===== src/rtl/uart_tx_pkg.sv =====
package uart_tx_pkg;

  localparam int unsigned CHAR_W = 8;
  localparam int unsigned NB_W   = $clog2(CHAR_W + 1);
  localparam int unsigned CNT_W  = $clog2(CHAR_W);

  typedef enum logic [2:0] {
    ST_IDLE  = 3'd0,
    ST_START = 3'd1,
    ST_DATA  = 3'd2,
    ST_PAR   = 3'd3,
    ST_STOP  = 3'd4
  } tx_state_e;

  typedef struct packed {
    logic [NB_W-1:0] nbits;
    logic            has_par;
    logic [1:0]      par_kind;
    logic            two_stop;
  } frame_cfg_t;

  function automatic frame_cfg_t decode_mode(input logic [1:0] len_code,
                                             input logic [2:0] par_code,
                                             input logic [1:0] stop_code);
    frame_cfg_t c;
    unique case (len_code)
      2'b10:   c.nbits = NB_W'(CHAR_W - 1);
      2'b11:   c.nbits = NB_W'(CHAR_W - 2);
      default: c.nbits = NB_W'(CHAR_W);
    endcase
    c.has_par  = ~par_code[2];
    c.par_kind = par_code[1:0];
    c.two_stop = (stop_code == 2'b10);
    return c;
  endfunction

  function automatic logic calc_parity(input logic [CHAR_W-1:0] d,
                                       input logic [NB_W-1:0]   nbits,
                                       input logic [1:0]        kind);
    logic acc;
    acc = 1'b0;
    for (int i = 0; i < CHAR_W; i++) begin
      if (i < int'(nbits)) acc = acc ^ d[i];
    end
    unique case (kind)
      2'd0:    return acc;
      2'd1:    return ~acc;
      2'd2:    return 1'b0;
      default: return 1'b1;
    endcase
  endfunction

endpackage


===== src/rtl/uart_tx_rst_sync.sv =====
module uart_tx_rst_sync #(
  parameter int unsigned STAGES = 2
) (
  input  logic clk,
  input  logic rst_n_in,
  output logic rst_n_out
);

  logic [STAGES-1:0] sync_q;

  always_ff @(posedge clk or negedge rst_n_in) begin
    if (!rst_n_in) sync_q <= '0;
    else           sync_q <= {sync_q[STAGES-2:0], 1'b1};
  end

  assign rst_n_out = sync_q[STAGES-1];

endmodule


===== src/rtl/uart_tx_ctrl.sv =====
module uart_tx_ctrl (
  input  logic clk,
  input  logic rst_n,
  input  logic en_set,
  input  logic en_clr,
  input  logic brk_set,
  input  logic brk_clr,
  output logic en_q,
  output logic brk_q
);

  logic en_d, brk_d;

  always_comb begin
    en_d = en_q;
    if (en_clr)      en_d = 1'b0;
    else if (en_set) en_d = 1'b1;

    brk_d = brk_q;
    if (brk_clr)      brk_d = 1'b0;
    else if (brk_set) brk_d = 1'b1;
  end

  always_ff @(posedge clk or negedge rst_n) begin
    if (!rst_n) begin
      en_q  <= 1'b0;
      brk_q <= 1'b0;
    end else begin
      en_q  <= en_d;
      brk_q <= brk_d;
    end
  end

endmodule


===== src/rtl/uart_tx_hold.sv =====
module uart_tx_hold
  import uart_tx_pkg::*;
(
  input  logic              clk,
  input  logic              rst_n,
  input  logic              enabled,
  input  logic              flush,
  input  logic              take,
  input  logic              in_valid,
  input  logic [CHAR_W-1:0] in_data,
  output logic              in_ready,
  output logic              hold_v,
  output logic [CHAR_W-1:0] hold_d
);

  logic accept;
  logic hold_v_d;

  assign in_ready = enabled & ~hold_v;
  assign accept   = in_valid & in_ready & ~flush;

  always_comb begin
    hold_v_d = hold_v;
    if (flush)       hold_v_d = 1'b0;
    else if (take)   hold_v_d = 1'b0;
    else if (accept) hold_v_d = 1'b1;
  end

  always_ff @(posedge clk or negedge rst_n) begin
    if (!rst_n) hold_v <= 1'b0;
    else        hold_v <= hold_v_d;
  end

  always_ff @(posedge clk or negedge rst_n) begin
    if (!rst_n)      hold_d <= '0;
    else if (accept) hold_d <= in_data;
  end

endmodule


===== src/rtl/uart_tx_shifter.sv =====
module uart_tx_shifter
  import uart_tx_pkg::*;
(
  input  logic              clk,
  input  logic              rst_n,
  input  logic              tick,
  input  logic              start_ok,
  input  logic              flush,
  input  logic [CHAR_W-1:0] load_data,
  input  frame_cfg_t        cfg,
  output logic              take,
  output logic              line,
  output logic              busy
);

  tx_state_e         state_q, state_d;
  logic [CHAR_W-1:0] sh_q, sh_d;
  logic [CNT_W-1:0]  cnt_q, cnt_d;
  logic [NB_W-1:0]   nb_q, nb_d;
  logic              haspar_q, haspar_d;
  logic              two_q, two_d;
  logic              parb_q, parb_d;
  logic              last_data, last_stop;

  assign last_data = (NB_W'(cnt_q) == nb_q - NB_W'(1));
  assign last_stop = (cnt_q == CNT_W'(two_q));

  always_comb begin
    state_d  = state_q;
    sh_d     = sh_q;
    cnt_d    = cnt_q;
    nb_d     = nb_q;
    haspar_d = haspar_q;
    two_d    = two_q;
    parb_d   = parb_q;
    take     = 1'b0;

    if (tick) begin
      unique case (state_q)
        ST_IDLE: take = start_ok;
        ST_START: begin
          state_d = ST_DATA;
          cnt_d   = '0;
        end
        ST_DATA: begin
          sh_d = sh_q >> 1;
          if (last_data) begin
            state_d = haspar_q ? ST_PAR : ST_STOP;
            cnt_d   = '0;
          end else begin
            cnt_d = cnt_q + CNT_W'(1);
          end
        end
        ST_PAR: begin
          state_d = ST_STOP;
          cnt_d   = '0;
        end
        ST_STOP: begin
          if (last_stop) begin
            if (start_ok) take = 1'b1;
            else          state_d = ST_IDLE;
          end else begin
            cnt_d = cnt_q + CNT_W'(1);
          end
        end
        default: state_d = ST_IDLE;
      endcase
    end

    if (flush) take = 1'b0;

    if (take) begin
      state_d  = ST_START;
      sh_d     = load_data;
      nb_d     = cfg.nbits;
      haspar_d = cfg.has_par;
      two_d    = cfg.two_stop;
      parb_d   = calc_parity(load_data, cfg.nbits, cfg.par_kind);
    end

    if (flush) state_d = ST_IDLE;
  end

  always_ff @(posedge clk or negedge rst_n) begin
    if (!rst_n) begin
      state_q  <= ST_IDLE;
      sh_q     <= '0;
      cnt_q    <= '0;
      nb_q     <= NB_W'(CHAR_W);
      haspar_q <= 1'b0;
      two_q    <= 1'b0;
      parb_q   <= 1'b0;
    end else begin
      state_q  <= state_d;
      sh_q     <= sh_d;
      cnt_q    <= cnt_d;
      nb_q     <= nb_d;
      haspar_q <= haspar_d;
      two_q    <= two_d;
      parb_q   <= parb_d;
    end
  end

  always_comb begin
    unique case (state_q)
      ST_START: line = 1'b0;
      ST_DATA:  line = sh_q[0];
      ST_PAR:   line = parb_q;
      default:  line = 1'b1;
    endcase
  end

  assign busy = (state_q != ST_IDLE);

endmodule


===== src/rtl/uart_frame_tx.sv =====
module uart_frame_tx
  import uart_tx_pkg::*;
#(
  parameter int unsigned RST_STAGES = 2
) (
  input  logic              clk,
  input  logic              rst_n,
  input  logic              baud_tick,
  input  logic [1:0]        mode_len,
  input  logic [2:0]        mode_par,
  input  logic [1:0]        mode_stop,
  input  logic              tx_enable,
  input  logic              tx_disable,
  input  logic              tx_reset,
  input  logic              brk_start,
  input  logic              brk_stop,
  input  logic              in_valid,
  input  logic [CHAR_W-1:0] in_data,
  output logic              in_ready,
  output logic              txd,
  output logic              tx_active,
  output logic              tx_empty
);

  logic              rst_core_n;
  logic              en_q, brk_q;
  logic              hold_v, take, line, busy;
  logic [CHAR_W-1:0] hold_d;
  frame_cfg_t        cfg_now;

  uart_tx_rst_sync #(.STAGES(RST_STAGES)) u_rst (
    .clk       (clk),
    .rst_n_in  (rst_n),
    .rst_n_out (rst_core_n)
  );

  uart_tx_ctrl u_ctrl (
    .clk     (clk),
    .rst_n   (rst_core_n),
    .en_set  (tx_enable),
    .en_clr  (tx_disable),
    .brk_set (brk_start),
    .brk_clr (brk_stop),
    .en_q    (en_q),
    .brk_q   (brk_q)
  );

  uart_tx_hold u_hold (
    .clk      (clk),
    .rst_n    (rst_core_n),
    .enabled  (en_q),
    .flush    (tx_reset),
    .take     (take),
    .in_valid (in_valid),
    .in_data  (in_data),
    .in_ready (in_ready),
    .hold_v   (hold_v),
    .hold_d   (hold_d)
  );

  assign cfg_now = decode_mode(mode_len, mode_par, mode_stop);

  uart_tx_shifter u_shift (
    .clk       (clk),
    .rst_n     (rst_core_n),
    .tick      (baud_tick),
    .start_ok  (hold_v & en_q & ~brk_q),
    .flush     (tx_reset),
    .load_data (hold_d),
    .cfg       (cfg_now),
    .take      (take),
    .line      (line),
    .busy      (busy)
  );

  assign txd       = line & ~brk_q;
  assign tx_active = busy;
  assign tx_empty  = ~hold_v & ~busy;

endmodule


===== config.mk =====
export PLATFORM = sky130hd
export DESIGN_NAME = uart_frame_tx
export DESIGN_NICKNAME = d
export VERILOG_FILES = /design/src/rtl/uart_tx_pkg.sv /design/src/rtl/uart_tx_rst_sync.sv /design/src/rtl/uart_tx_ctrl.sv /design/src/rtl/uart_tx_hold.sv /design/src/rtl/uart_tx_shifter.sv /design/src/rtl/uart_frame_tx.sv
export SDC_FILE = /design/constraint.sdc
export NUM_CORES = 1
export LEC_CHECK = 0
export CORE_ASPECT_RATIO = 1.25
export CORE_UTILIZATION = 36
export CTS_CLUSTER_DIAMETER = 200
export DETAILED_ROUTE_END_ITERATION = 16
export PLACE_DENSITY = 0.66
export SYNTH_ARGS = -nofsm -noshare
export SYNTH_HDL_FRONTEND = slang
export SYNTH_SLANG_ARGS = --single-unit

===== constraint.sdc =====
create_clock -name clk -period 1.45 [get_ports clk]
set_input_delay 0.3625 -clock clk [delete_from_list [all_inputs] [get_ports clk]]
set_output_delay 0.3625 -clock clk [all_outputs]
set_load 0.05 [all_outputs]

==> impl_metrics.toml <==
[synth]
synthCells = 152
synth.area.top_cells = "dfrtp_1 (48%), mux2_2 (5.3%), xnor2_1 (4.2%), a2bb2oi_1 (3.6%), o22ai_1 (3.3%)"
synth.top_cell.area_share_pct = 47.5
ys_seq_elements = 33
synth-edff-count = 0
ys_seq_area_share_pct = 49.1
yosys-top-cells-count = "dfrtp_1 (32), nand2_1 (13), o21ai_0 (10)"
syn_area_per_cell_um2 = 11.1
synth_nets = 179
ys_async_sr_fraction_pct = 100
synth_warnings = 0
synth_top_area_cell = "dfrtp_1"
ys_types = 44
yosys_most_used_dff = "dfrtp_1"
yosysMostFrequentCell = "dfrtp_1"
synth_area_um2 = 1690

[timing]
clock.fmax_ghz = 0.546
setup_viol = 32
period_needed_ns = 1.83
drv_slew = 0
finalHoldViolations = 0
setup_slack_ns = -0.380
grt_setup_unrepaired = "yes"
skew_ns = 0.0108
period_share_pct = 126

[layout]
multi_input_area_um2 = 1040
num-nets-final = 252
layout-drive-gt1-share_pct = 50.4
regArea_um2 = 831
final_area_um2 = 2750
fillers = 381
diodes = 0
syn2layout_area_growth_pct = 63.1

[cts]
worstSkewPairLatency_ns = 0.29
cts_hold_repair.buffers = 0
cts_tree = "yes"
htree_levels = 2
cts.sinks = 33
cts-root-buf = "clkbuf_8"
numCtsBuffers = 5
cts.clk_slew.worst_paths_ns = 0.08
clk_path_buf_depth = 2

[grt]
antenna_found_initial = 0
grt_overflow = 0
grt_use_total_pct = 18.9
grt_max_degree = 32
grt_pass1_vias = 1542
grt_pass1_wl_mm = 7.11

[die]
core.rowCount = 27
coreArea_um2 = 4460
die_area_um2 = 4960
ios = 28
die_w_um = 63.2
start_util_pct = 37.8
dieHeight_um = 78.5

[route]
wl_per_cell_um = 15.1
via_per_inst = 5.02
vias = 1427
drc = 0
drtIter0Drc = 44
drt_wl_total_mm = 4.29
dr.pass1.iters = 4
ant_nets = 0

[placed_design]
gp_congestion = 0.809
dp_hpwl_mm = 2.94
place_area_um2 = 2360
preCtsSetupSlack_ns = -0.539
io_buffers = 27

[pwr]
leakage_nw = 1.22
ir_drop_v = 0.000690
powerDensity_nw_per_um2 = 997

[status]
violations = "setup timing"
status = "finished with violations"

[worst_setup_path]
reg2reg_depth = 5
startpoint_type = "register"
path_class = "reg -> out"
worstSetupEndpointType = "primary output"
arrival_ns = 1.47
critPathMaxFanout = 5
crit_path_start = "u_shift.state_q[1]$_DFFE_PN0P_"
crit-reg2reg-launch = "u_shift.cnt_q[2]$_DFFE_PN0P_"
crit_required_ns = 1.09

[min_path]
hp-class = "in -> async"

[run]
maxCapViolCount = 0
==> per-stage QoR <==
| step | std cells | TNS, ns | utilization [%] | power (W) | hold slack [ns] |
|---|---|---|---|---|---|
| after global routing | 284 | -9.39 | 61.6 | 0.00290 | 0.231 |
| after CTS | 282 | -7.87 | 58.6 | 0.00272 | 0.222 |
| final | 284 | -7.59 | 61.6 | 0.00274 | 0.235 |
| after detailed placement | 267 | -10.18 | 52.9 | 0.00197 | 0.272 |
| after global placement | 267 | -9.22 | 52.9 | 0.00194 | 0.261 |
| after floorplan | 152 | -5.81 | - | 0.00168 | 0.0669 |
==> worst max-delay path, stage by stage (launching register included) <==
cell     delay (ns)
dfrtp_2        0.44
buf_6          0.14
nand2_2        0.04
a22o_1         0.25
a21oi_4        0.15
buf_12         0.15
==> routing by layer <==
| layer | up-vias | wire length [um] | part of all wire, % | track usage, % |
|---|---|---|---|---|
| met5 | - | 0 | 0 | 0 |
| met4 | 0 | 109 | 2.5 | 10.5 |
| met3 | 10 | 111 | 2.6 | 3.92 |
| met2 | 28 | 2350 | 55 | 32.4 |
| met1 | 701 | 1720 | 40 | 21.7 |
| li1 | 688 | - | - | - |
==> cells in the final DEF (no fill, tap or decap), types with 2 or more instances in the layout <==
cell / netlist / routed
a21oi_4: 1 / 2
nand2b_1: 2 / 2
buf_12: 0 / 3
clkbuf_8: 2 / 5
o21ai_1: 0 / 6
dfrtp_2: 0 / 3
dfrtp_1: 32 / 29
clkinv_2: 0 / 2
inv_1: 7 / 5
mux2_4: 0 / 7
nor2_1: 9 / 7
clkdlybuf4s50_1: 0 / 23
mux2i_1: 2 / 2
xor2_1: 4 / 2
a21oi_1: 4 / 2
nand2_1: 13 / 7
xnor2_1: 8 / 7
nand3_1: 2 / 2
o22ai_1: 9 / 2
nor2_4: 0 / 3
o22ai_2: 0 / 7
buf_6: 2 / 14
nand2_2: 0 / 5
inv_2: 0 / 2
buf_4: 1 / 32
a2bb2oi_2: 0 / 7
o21ai_0: 10 / 3
==> power by group <==
group / internal, W / switching [W]
combinational: 0.000541 / 0.000323
clock: 0.000331 / 0.000355
sequential: 0.00107 / 0.000125
==> sequential cells by signal, summed over array words and instances, names as in the netlist <==
| signal | count |
|---|---|
| u_shift.parb_q | 1 |
| u_hold.hold_v | 1 |
| u_shift.state_q | 3 |
| u_shift.haspar_q | 1 |
| u_shift.nb_q | 3 |
| u_ctrl.en_q | 1 |
| u_shift.two_q | 1 |
| u_ctrl.brk_q | 1 |
| u_shift.sh_q | 8 |
| u_hold.hold_d | 8 |
| u_shift.cnt_q | 3 |
| u_rst.sync_q | 2 |
==> path summary, 6_finish.rpt <==
check                      slack [ns]                             end
setup / recovery                -0.38                             txd
hold / removal                   0.23       u_rst.sync_q[0]$_DFF_PN0_
setup reg to reg                -0.38     u_shift.sh_q[7]$_DFFE_PN0P_
hold reg to reg                  0.25  u_shift.state_q[2]$_DFFE_PN0P_
max in group asynchronous        0.87     u_shift.nb_q[3]$_DFFE_PN1P_
min in group clk                 0.35       u_rst.sync_q[1]$_DFF_PN0_
==> area by class of cell <==
class,count,area share [%]
Tap cell,58,2.64
Timing Repair Buffer,72,25.0
Clock inverter,3,0.637
Clock buffer,5,2.50
Inverter,7,0.956
Multi-Input combinational cell,106,38.0
Sequential cell,33,30.2
==> cells by family after synthesis <==
| family | after synthesis | synth area share (%) |
|---|---|---|
| AO/OA/AOI/OAI | 43 | 19.0 |
| flip-flops | 33 | 49.1 |
| adder cells (fa/ha/maj) | 3 | 2.23 |
| AND/OR/NAND/NOR | 36 | 10.2 |
| XOR/XNOR | 13 | 7.57 |
| other | 1 | 0.223 |
| buffers and inverters | 13 | 5.20 |
| multiplexers | 10 | 6.53 |
==> what timing repair did <==
action                     CTS  global route
setup buffers                7             4
setup endpoints to repair   32            33
pin swaps                   16            13
resized for setup           26            27
No activity file was read; power rests on OpenSTA's default activity.
